## config.mk

```make
export PLATFORM = sky130hd
export DESIGN_NAME = evt_timer8
export DESIGN_NICKNAME = d
export VERILOG_FILES = /design/src/rtl/evt_timer8_pkg.sv /design/src/rtl/tmr_pin_edge.sv /design/src/rtl/tmr_prescaler.sv /design/src/rtl/tmr_count_reg.sv /design/src/rtl/evt_timer8.sv
export SDC_FILE = /design/constraint.sdc
export NUM_CORES = 1
export LEC_CHECK = 0
export ABC_CLOCK_PERIOD_IN_PS = 3100
export BUFFER_PORTS_ARGS = -buffer_cell sky130_fd_sc_hd__buf_4
export CAP_MARGIN = 0
export CORE_ASPECT_RATIO = 0.9
export CORE_MARGIN = 2
export CORE_UTILIZATION = 32
export CTS_CLUSTER_SIZE = 12
export DETAILED_ROUTE_END_ITERATION = 8
export RECOVER_POWER = 25
export SYNTH_ARGS = -nofsm -noshare
export SYNTH_HDL_FRONTEND = slang
export SYNTH_SLANG_ARGS = --single-unit
```

## constraint.sdc

```tcl
create_clock -name clk -period 3.1 [get_ports clk]
set_input_delay 0.31 -clock clk [delete_from_list [all_inputs] [get_ports clk]]
set_output_delay 0.31 -clock clk [all_outputs]
set_load 0.005 [all_outputs]
```

## src/rtl/evt_timer8_pkg.sv

```systemverilog
package evt_timer8_pkg;
  // Static configuration as seen by the counting path
  typedef struct packed {
    logic use_pin;    // count pin edges instead of cycle ticks
    logic fall_edge;  // pin edge polarity
    logic pre_off;    // prescaler bypassed
  } tmr_cfg_t;
endpackage

```

## src/rtl/tmr_pin_edge.sv

```systemverilog
module tmr_pin_edge #(
  parameter int STAGES = 2
) (
  input  logic clk,
  input  logic rst_n,
  input  logic pin_i,
  input  logic fall_sel_i,
  output logic edge_o
);
  logic [STAGES-1:0] chain_q;
  logic              last_q;
  logic              rise_w;
  logic              fall_w;

  // Synchronizer chain, one flop per stage
  for (genvar g = 0; g < STAGES; g++) begin : g_sync
    if (g == 0) begin : g_first
      always_ff @(posedge clk or negedge rst_n) begin
        if (!rst_n) chain_q[g] <= 1'b0;
        else        chain_q[g] <= pin_i;
      end
    end else begin : g_next
      always_ff @(posedge clk or negedge rst_n) begin
        if (!rst_n) chain_q[g] <= 1'b0;
        else        chain_q[g] <= chain_q[g-1];
      end
    end
  end

  // History flop for edge detection
  always_ff @(posedge clk or negedge rst_n) begin
    if (!rst_n) last_q <= 1'b0;
    else        last_q <= chain_q[STAGES-1];
  end

  assign rise_w = chain_q[STAGES-1] & ~last_q;
  assign fall_w = ~chain_q[STAGES-1] & last_q;
  assign edge_o = fall_sel_i ? fall_w : rise_w;

  AST_RISE_SINGLE: assert property (@(posedge clk) disable iff (!rst_n)
    rise_w |=> !rise_w);
  AST_FALL_SINGLE: assert property (@(posedge clk) disable iff (!rst_n)
    fall_w |=> !fall_w);
endmodule

```

## src/rtl/tmr_prescaler.sv

```systemverilog
module tmr_prescaler #(
  parameter int SEL_W = 3
) (
  input  logic             clk,
  input  logic             rst_n,
  input  logic             tick_i,
  input  logic             off_i,
  input  logic [SEL_W-1:0] sel_i,
  input  logic             clr_i,
  output logic             fire_o
);
  localparam int PRE_W = 1 << SEL_W;

  logic [PRE_W-1:0] pre_q;
  logic             advance_w;
  logic [PRE_W-1:0] mask_w;

  // Low sel+1 bits set: the divide boundary is reached when they are all ones
  function automatic logic [PRE_W-1:0] ratio_mask(input logic [SEL_W-1:0] sel);
    logic [PRE_W-1:0] m;
    for (int i = 0; i < PRE_W; i++) m[i] = (i <= int'(sel));
    return m;
  endfunction

  assign advance_w = tick_i & ~off_i;
  assign mask_w    = ratio_mask(sel_i);
  assign fire_o    = advance_w & ((pre_q & mask_w) == mask_w);

  always_ff @(posedge clk or negedge rst_n) begin
    if (!rst_n)         pre_q <= '0;
    else if (clr_i)     pre_q <= '0;
    else if (advance_w) pre_q <= pre_q + 1'b1;
  end

  AST_PRE_CLEARED: assert property (@(posedge clk) disable iff (!rst_n)
    clr_i |=> (pre_q == '0));
  AST_PRE_FROZEN: assert property (@(posedge clk) disable iff (!rst_n)
    (!clr_i && !advance_w) |=> $stable(pre_q));
  AST_PRE_STEP: assert property (@(posedge clk) disable iff (!rst_n)
    (!clr_i && advance_w) |=> (pre_q == $past(pre_q) + 1'b1));
endmodule

```

## src/rtl/tmr_count_reg.sv

```systemverilog
module tmr_count_reg #(
  parameter int CNT_W = 8
) (
  input  logic             clk,
  input  logic             rst_n,
  input  logic             inc_i,
  input  logic             we_i,
  input  logic [CNT_W-1:0] wdata_i,
  input  logic             flag_clr_i,
  output logic [CNT_W-1:0] cnt_o,
  output logic             flag_o
);
  localparam logic [CNT_W-1:0] TOP = '1;

  logic [CNT_W-1:0] cnt_q;
  logic             flag_q;
  logic             step_w;
  logic             wrap_w;

  function automatic logic [CNT_W-1:0] next_count(input logic [CNT_W-1:0] c);
    return c + 1'b1;
  endfunction

  assign step_w = inc_i & ~we_i;
  assign wrap_w = step_w & (cnt_q == TOP);

  always_ff @(posedge clk or negedge rst_n) begin
    if (!rst_n)      cnt_q <= '0;
    else if (we_i)   cnt_q <= wdata_i;
    else if (step_w) cnt_q <= next_count(cnt_q);
  end

  always_ff @(posedge clk or negedge rst_n) begin
    if (!rst_n)          flag_q <= 1'b0;
    else if (wrap_w)     flag_q <= 1'b1;
    else if (flag_clr_i) flag_q <= 1'b0;
  end

  assign cnt_o  = cnt_q;
  assign flag_o = flag_q;

  AST_WRITE_LOADS: assert property (@(posedge clk) disable iff (!rst_n)
    we_i |=> (cnt_q == $past(wdata_i)));
  AST_STEP_ONE: assert property (@(posedge clk) disable iff (!rst_n)
    (!we_i && inc_i) |=> (cnt_q == $past(cnt_q) + 1'b1));
  AST_HOLD_IDLE: assert property (@(posedge clk) disable iff (!rst_n)
    (!we_i && !inc_i) |=> $stable(cnt_q));
  AST_WRAP_SETS: assert property (@(posedge clk) disable iff (!rst_n)
    (!we_i && inc_i && cnt_q == TOP) |=> flag_q);
  AST_FLAG_STICKY: assert property (@(posedge clk) disable iff (!rst_n)
    (flag_q && !flag_clr_i) |=> flag_q);
  AST_FLAG_NO_WRITE_SET: assert property (@(posedge clk) disable iff (!rst_n)
    (!flag_q && we_i) |=> !flag_q);
endmodule

```

## src/rtl/evt_timer8.sv

```systemverilog
module evt_timer8
  import evt_timer8_pkg::*;
#(
  parameter int CNT_W       = 8,
  parameter int SEL_W       = 3,
  parameter int SYNC_STAGES = 2
) (
  input  logic             clk,
  input  logic             rst_n,
  input  logic             cyc_tick,
  input  logic             ext_pin,
  input  logic             use_pin,
  input  logic             fall_edge,
  input  logic             pre_off,
  input  logic [SEL_W-1:0] pre_div,
  input  logic             cnt_we,
  input  logic [CNT_W-1:0] cnt_wdata,
  output logic [CNT_W-1:0] cnt_rd,
  input  logic             wrap_clr,
  output logic             wrap_flag
);
  tmr_cfg_t cfg_w;
  logic     pin_edge_w;
  logic     src_tick_w;
  logic     pre_fire_w;
  logic     cnt_inc_w;

  assign cfg_w = '{use_pin: use_pin, fall_edge: fall_edge, pre_off: pre_off};

  tmr_pin_edge #(.STAGES(SYNC_STAGES)) i_edge (
    .clk        (clk),
    .rst_n      (rst_n),
    .pin_i      (ext_pin),
    .fall_sel_i (cfg_w.fall_edge),
    .edge_o     (pin_edge_w)
  );

  assign src_tick_w = cfg_w.use_pin ? pin_edge_w : cyc_tick;

  tmr_prescaler #(.SEL_W(SEL_W)) i_pre (
    .clk    (clk),
    .rst_n  (rst_n),
    .tick_i (src_tick_w),
    .off_i  (cfg_w.pre_off),
    .sel_i  (pre_div),
    .clr_i  (cnt_we),
    .fire_o (pre_fire_w)
  );

  assign cnt_inc_w = cfg_w.pre_off ? src_tick_w : pre_fire_w;

  tmr_count_reg #(.CNT_W(CNT_W)) i_cnt (
    .clk        (clk),
    .rst_n      (rst_n),
    .inc_i      (cnt_inc_w),
    .we_i       (cnt_we),
    .wdata_i    (cnt_wdata),
    .flag_clr_i (wrap_clr),
    .cnt_o      (cnt_rd),
    .flag_o     (wrap_flag)
  );

  AST_PIN_MODE_IGNORES_CYC: assert property (@(posedge clk) disable iff (!rst_n)
    (use_pin && pre_off && !pin_edge_w && !cnt_we) |=> $stable(cnt_rd));
  AST_BYPASS_NO_FIRE: assert property (@(posedge clk) disable iff (!rst_n)
    (pre_off && !src_tick_w && !cnt_we) |=> $stable(cnt_rd));
endmodule

```

==> summary by stage, run 1 <==
Pwr
In this run the static leakage power is 0.000599 uW. For this design the ratio of total power to cell area is 420 nW/um2. The maximum ir drop on the vdd rail is 0.168 mV.

Setup path
Setup slack on the worst reg-to-reg path comes out at 1.07 ns. STA classifies the critical path startpoint as a flip-flop. The most critical setup path has its endpoint at i_cnt.cnt_o[5].

The endpoint arrival time on the critical path is 2.21 ns. The peak fanout along the critical path is 12. The stage delay of the slowest cell on the critical path is 0.45 ns. The worst setup path is captured at a flip-flop. The setup path with the least slack is of type reg2reg. The slowest stage of the critical path belongs to the cell or4b_1.

The endpoint of the lowest-slack register-to-register path is i_cnt.cnt_o[5]. The origin of the critical flop-to-flop path is i_edge.last_q. The required time of the critical path is 3.28 ns.

In this run the worst setup path begins at i_edge.last_q. The length in cells of the worst reg-to-reg path is 5. The critical path goes through or3b_1 > a31o_2 > nor2_2 > or4b_1 > a31oi_1.

Timing
The share of the clock period used by the worst path is 65.5%. After routing, the total negative slack on setup checks comes to 0 ns. On the final layout, the worst hold slack is 0.180 ns. The time the final worst path needs with I/O delays and setup is 2.03 ns. Derived from the worst setup path, the maximum achievable clock frequency is 493 MHz.

The worst slew margin relative to its limit is 26.0%. The final count of hold timing violations came to 0. The total of endpoints with negative setup slack in the final report is 0. On the final layout, the worst clock skew is 0.00173 ns. Setup repair after global routing left no endpoint under its margin.

The total count of max-transition violations in the final report came to 0. For the pin with the worst max-slew slack, the measured transition is 1.11 ns.

Floorplan
Pin placement for this block handled 29 I/O pins. The die boundary height is 60.2 um. Row generation in the floorplan step produced 20 rows. The die covers 3990 um2. The area of the placeable core is 3350 um2. For this configuration, the core starts out at a cell density of 33.4%.

In this run the horizontal extent of the chip is 66.4 um.

Yosys
After synthesis, the share of flip-flops with an asynchronous set or reset is 100%. The number of flip-flops and latches in the synthesized netlist is 20. The count of flip-flops with a built-in enable after synthesis is 0.

Counting every instance in the synthesized netlist gives 119. Counting every net in the synthesized netlist gives 141. The count of different cell masters after synthesis is 34. Among all flip-flop cells after synthesis, the most frequent one is dfrtp_1. The area of the mapped netlist is 1120 um2. In this run the mean area of a mapped cell was 9.42 um2. The count of synthesis-stage warnings from yosys is 0. For this run, the register share of the synthesized area comes to 44.6%.

Placement
The count of buffers added on input and output ports is 28. The detailed-placement wirelength estimate is 1960 um. The congestion estimate from routability-driven global placement came to 0.830.

Route
For this block, the initial DRC count from the detailed router was 46. The length of the first detailed-routing pass in iterations is 4. Across all layers, the routed design uses 1,004 vias. In the routed design, unresolved DRC markers number 0. The average vias per placed instance is 5.23. The antenna violation net count after detailed routing is 0. The average wire per cell in the routed design is 13.8 um. The final routed wirelength across all metal layers is 2650 um.

GRT
The total grt overflow is 0. Entering global routing, the biggest net connects 21 pins. The initial antenna violation count is 0. The wire length of the first global-routing pass is 4370 um. The total global-route track usage is 14.3%.

The via count of the first global-routing pass was 942.

Cells and area
Relative to the synthesized area, the layout overhead comes to 27.7%. After the last flow step, the layout net total stands at 171. Cells fill 42.7% of the core in the end. The fraction of final layout cells with drive strength greater than 1 is 26.4%.

The number of antenna cells inserted is 0.

Clocking
For this design, the sink count on the clock tree is 20. The maximum clock insertion buffer count is 2. TritonCTS built the clock tree.

The number of CTS-inserted buffers is 3. The library cell used as clock root buffer is clkbuf_8. The later pin in the worst-skew pair is clocked with a latency of 0.25 ns.

In this run the number of H-tree levels came out at 1. The post-CTS setup-driven buffer insertion count is 0. After clock tree synthesis, the clock-pin slew on the worst setup and hold paths is 0.08 ns.

Min path
The worst hold path belongs to the class in2reg. The cell count of the worst hold path is 1.

Outcome
The flow ran to the end, and the final reports show no timing, DRC or antenna violations.

Flow run
The total of max-cap violations is 0.
[per-layer routing]
| layer | global-route usage (%) | routed length, um | vias up |
|---|---|---|---|
| met3 | 3.20 | 150 | 2 |
| met4 | 4.08 | 20 | 0 |
| met1 | 20.4 | 1250 | 474 |
| met5 | 0 | 0 | - |
| met2 | 21.9 | 1230 | 34 |
| li1 | - | - | 494 |
[worst min-delay path by stage]
stage                       start                end  slack, ns
after floorplan             rst_n     i_cnt.cnt_o[0]       0.01
after global placement      rst_n     i_pre.pre_q[1]       0.21
after detailed placement    rst_n      i_edge.last_q       0.21
after CTS                 ext_pin  i_edge.chain_q[0]       0.16
after global routing      ext_pin  i_edge.chain_q[0]       0.18
final                     ext_pin  i_edge.chain_q[0]       0.18
[stage by stage]
| step | instances | setup slack, ns | cell area, um2 | total power (uW) |
|---|---|---|---|---|
| floorplan | 119 | 1.27 | 1120 | 348 |
| global placement | 187 | 1.09 | 1370 | 402 |
| detailed placement | 187 | 1.07 | 1370 | 404 |
| CTS | 192 | 1.10 | 1440 | 608 |
| global route | 192 | 0.978 | 1430 | 634 |
| finish | 192 | 1.07 | 1430 | 601 |
[repair_timing]
| action | in CTS | in global routing |
|---|---|---|
| endpoints found under the hold margin | 20 | 0 |
| hold buffers | 1 | 0 |
| gates resized for setup | 0 | 0 |
[cell type report]
class                   instances  area [um2]
flip-flops and latches         20         500
repair buffers                 29         216
inverters                       6        22.5
multi-input cells              89         582
fillers                       350        1920
clock buffers                   4        55.1
well taps                      44        55.1
[placed cells by master, fill, tap and decap left out, drive strengths merged, types with 3 or more instances in the layout]
master,instances
buf,26
clkbuf,6
xnor2,6
o21ai,3
a211o,3
a31o,3
nand4,5
dfrtp,20
nor2,19
nand3,4
inv,6
nor4b,3
nand2,9
a31oi,8
[sequential cells by signal, indices dropped and copies added (netlist names)]
signal / cells
i_cnt.cnt_o: 8
i_pre.pre_q: 8
i_edge.chain_q: 2
i_cnt.flag_o: 1
i_edge.last_q: 1
[power by group]
part / internal (uW) / switching (uW) / total (uW)
logic: 54.2 / 54.0 / 108
registers: 275 / 16.0 / 291
clock network: 113 / 88.4 / 201
total: 442 / 158 / 601
[Yosys cell counts (3+ instances only)]
master / n / area [um2]
nor4b_1: 3 / 26.3
xnor2_1: 6 / 52.6
clkbuf_1: 3 / 11.3
nand2_1: 9 / 33.8
dfrtp_1: 20 / 500
a31oi_1: 8 / 50.1
nand4_1: 5 / 31.3
o21ai_0: 3 / 15.0
nand3_1: 4 / 20.0
inv_1: 6 / 22.5
a31o_2: 3 / 26.3
a211o_1: 3 / 26.3
nor2_1: 18 / 67.6
[critical path, delay by kind of cell, from the launching register on]
family          cells  cell delay [ns]
simple gates        3             1.06
compound gates      2             0.51
flops               1             0.39
[cell families (layout without fill, tap and decap cells)]
kind of cell,Yosys count,count (layout),share of synthesized area (%)
compound gates,24,24,17.5
xor+xnor,7,7,5.47
fa+ha+maj,2,2,2.23
buf+inv,10,39,3.46
flops,20,20,44.6
mux,1,1,0.893
simple gates,55,55,25.8
Note: power is estimated with default switching activity, not from simulation.
==> run 2: changes to the inputs <==
--- a/config.mk
+++ b/config.mk
@@ -5,7 +5,7 @@
 export SDC_FILE = /design/constraint.sdc
 export NUM_CORES = 1
 export LEC_CHECK = 0
-export ABC_CLOCK_PERIOD_IN_PS = 3100
+export ABC_CLOCK_PERIOD_IN_PS = 2100
 export BUFFER_PORTS_ARGS = -buffer_cell sky130_fd_sc_hd__buf_4
 export CAP_MARGIN = 0
 export CORE_ASPECT_RATIO = 0.9
==> constraint.sdc (replaced) <==
create_clock -name clk -period 2.1 [get_ports clk]
set_input_delay 0.21 -clock clk [delete_from_list [all_inputs] [get_ports clk]]
set_output_delay 0.21 -clock clk [all_outputs]
set_load 0.005 [all_outputs]
==> summary by stage, run 2 (synthesis results as in run 1) <==
Timing
The total of endpoints with negative setup slack in the final report is 0 (unchanged). The fmax is 511 MHz (+3.8%). The worst hold slack after final layout is 0.0825 ns (-0.0974 ns). The share of the clock period used by the worst path is 93.2% (+28 points). The aggregate negative setup slack is 0 ns (unchanged). The final count of hold timing violations is 0 (unchanged).

The time the final worst path needs with I/O delays and setup was 1.96 ns (-0.0741 ns). The post-route clock skew came to 0.00332 ns (+0.00159 ns). The measured slew at the worst slew-check pin was 1.10 ns (-0.00942 ns). Setup repair after global routing left no endpoint under its margin.

The worst setup margin is 0.144 ns (-0.926 ns). The worst slew margin relative to its limit came to 26.6% (+0.63 points). The total count of max-transition violations in the final report is 0 (unchanged).

Route
The length of the first detailed-routing pass in iterations was 5 (+1). The final routed wirelength across all metal layers is 2670 um (+0.68%). The DRC violation total after the first TritonRoute iteration is 49 (+6.5%). The average wire per cell in the routed design is 13.8 um (-0.36%).

The via count of the routed design is 1,040 (+3.6%). The antenna violation net count after detailed routing is 0 (unchanged). The average vias per placed instance is 5.36 (+2.5%). The remaining design rule violation count is 0 (unchanged).

GRT
The total global-route track usage is 14.8% (+0.46 points). The via count of the first global-routing pass is 958 (+1.7%). The initial antenna violation count is 0 (unchanged).

The total grt overflow is 0 (unchanged). The wire length of the first global-routing pass was 4430 um (+1.3%). The largest net degree at the start of global routing is 21 (unchanged).

Clocking
The clock sink count came to 20 (unchanged). The insertion delay of the later-clocked pin in the worst-skew pair is 0.25 ns (about the same). The number of gates resized after CTS was 0 (unchanged).

Clock tree synthesis selected as its root buffer the cell clkbuf_8. The maximum clock insertion buffer count was 2 (unchanged). The post-CTS setup-driven buffer insertion count is 0 (unchanged). The number of buffers added to fix hold violations after cts was 1 (unchanged).

The CTS tree is built. The number of CTS-inserted buffers is 3 (unchanged). The post-CTS clock slew at the launch and capture registers of the worst setup and hold paths is 0.07 ns (about the same). The number of levels the H-tree was split into was 1 (unchanged).

Floorplan
The area of the placeable core was 3350 um2 (unchanged). The starting density of the core is 33.4% (unchanged). The total I/O pin count is 29 (unchanged).

The die footprint is 3990 um2 (unchanged). The die boundary height is 60.2 um (unchanged). The chip width is 66.4 um (unchanged).

The row count was 20 (unchanged).

Setup path
The critical path goes through nand2_1 > a211o_1 > o311a_4 > or4b_1 > a31oi_1. The stage delay of the slowest cell on the critical path was 0.52 ns (+0.07 ns). The critical path launch point type is a flip-flop. The required time of the critical path is 2.28 ns (-1.00 ns).

The peak fanout along the critical path is 8 (-4). STA classifies the critical path endpoint as a flip-flop. The cell type of the slowest stage on the worst timing path is or4b_1. The endpoint arrival time on the critical path is 2.14 ns (-0.07 ns). The critical path is of the reg2reg type.

Pwr
The cell area power density came to 585 nW/um2 (+39%). The power share of the clock group is 29.4% (-4.1 points). The net switching component of the power is 224 uW (+41%).

The switching part of the total is 26.6% (+0.19 points). The internal power is 619 uW (+40%). The total power draw was 843 uW (+40%).

The maximum ir drop on the vdd rail is 0.432 mV (+160%). The leakage power figure is 0.000607 uW (+1.3%). The logic gate share of total power is 19.6% (+1.6 points). The power share of the sequential group was 51.0% (+2.5 points).

Placement
The final weighted congestion in routability-driven placement is 0.762 (-8.2%). The detailed-placement wirelength estimate is 2000 um (+2.1%). The pre-CTS worst setup slack came to 0.164 ns (-0.908 ns). The cell count after placement is 190 (+1.6%).

The count of buffers inserted at the top-level ports was 28 (unchanged).

Cells and area
The final non-filler cell total is 194 (+1.0%). The area growth from synthesis to layout is 28.5%. The most common cell after layout, fill and taps aside is buf_4. The number of antenna cells inserted is 0 (unchanged). The fraction of final layout cells with drive strength greater than 1 is 27.3% (+0.98 points).

The layout filler cell count was 344 (-1.7%). The library cells used most frequently in the layout, excluding fill and tap cells, are 29 x buf_4, 20 x dfrtp_1, 18 x nor2_1. The final layout net count is 174 (+1.8%).

Outcome
The flow ran to the end, and the final reports show no timing, DRC or antenna violations.

Flow run
The total of max-cap violations is 0 (unchanged).

Min path
The worst hold path belongs to the class in2reg.
run 2: worst paths after layout:
| check | end | cells past startpoint | slack [ns] | from |
|---|---|---|---|---|
| max reg2reg | i_cnt.cnt_o[5] | 5 | 0.14 | i_pre.pre_q[0] |
| min in group asynchronous | i_pre.pre_q[6] | 2 | 0.68 | rst_n |
| max in group asynchronous | i_cnt.flag_o | 2 | 0.76 | rst_n |
| min | i_edge.chain_q[0] | 1 | 0.08 | ext_pin |
| min reg2reg | i_edge.chain_q[1] | 0 | 0.35 | i_edge.chain_q[0] |
| max | i_cnt.cnt_o[5] | 5 | 0.14 | i_pre.pre_q[0] |
run 2: layout make-up:
cell class | instances | area [um2] | share of cell area [%]
Sequential cell | 20 | 500 | 34.8
Multi-Input combinational cell | 89 | 582 | 40.4
Tap cell | 44 | 55.1 | 3.82
Timing Repair Buffer | 32 | 239 | 16.6
Clock buffer | 3 | 41.3 | 2.87
Inverter | 6 | 22.5 | 1.56
run 2: power by group through the flow:
stage,clock network (uW),logic (uW),registers (uW)
after global placement,0,163,436
after global routing,273,186,432
after detailed placement,0,165,437
after CTS,256,167,429
after floorplan,0,80.9,433
final,248,165,429
run 2: metal layers:
layer | up-vias | GRT usage [%] | wire, um
li1 | 503 | - | -
met2 | 38 | 23.0 | 1210
met4 | 0 | 5.25 | 38
met5 | - | 0 | 0
met3 | 4 | 3.95 | 157
met1 | 495 | 19.9 | 1270
run 2: worst max-delay path, delay by kind of cell, from the launching register on:
family	cells	cell delay (ns)
simple gates	2	0.62
flops	1	0.43
compound gates	3	0.84
run 2: through the flow:
step / utilization, % / instance area, um2
5_1_grt: 42.9 / 1440
4_1_cts: 43.1 / 1440
2_1_floorplan: - / 1120
3_3_place_gp: 41.5 / 1390
3_5_place_dp: 41.5 / 1390
6_report: 42.9 / 1440
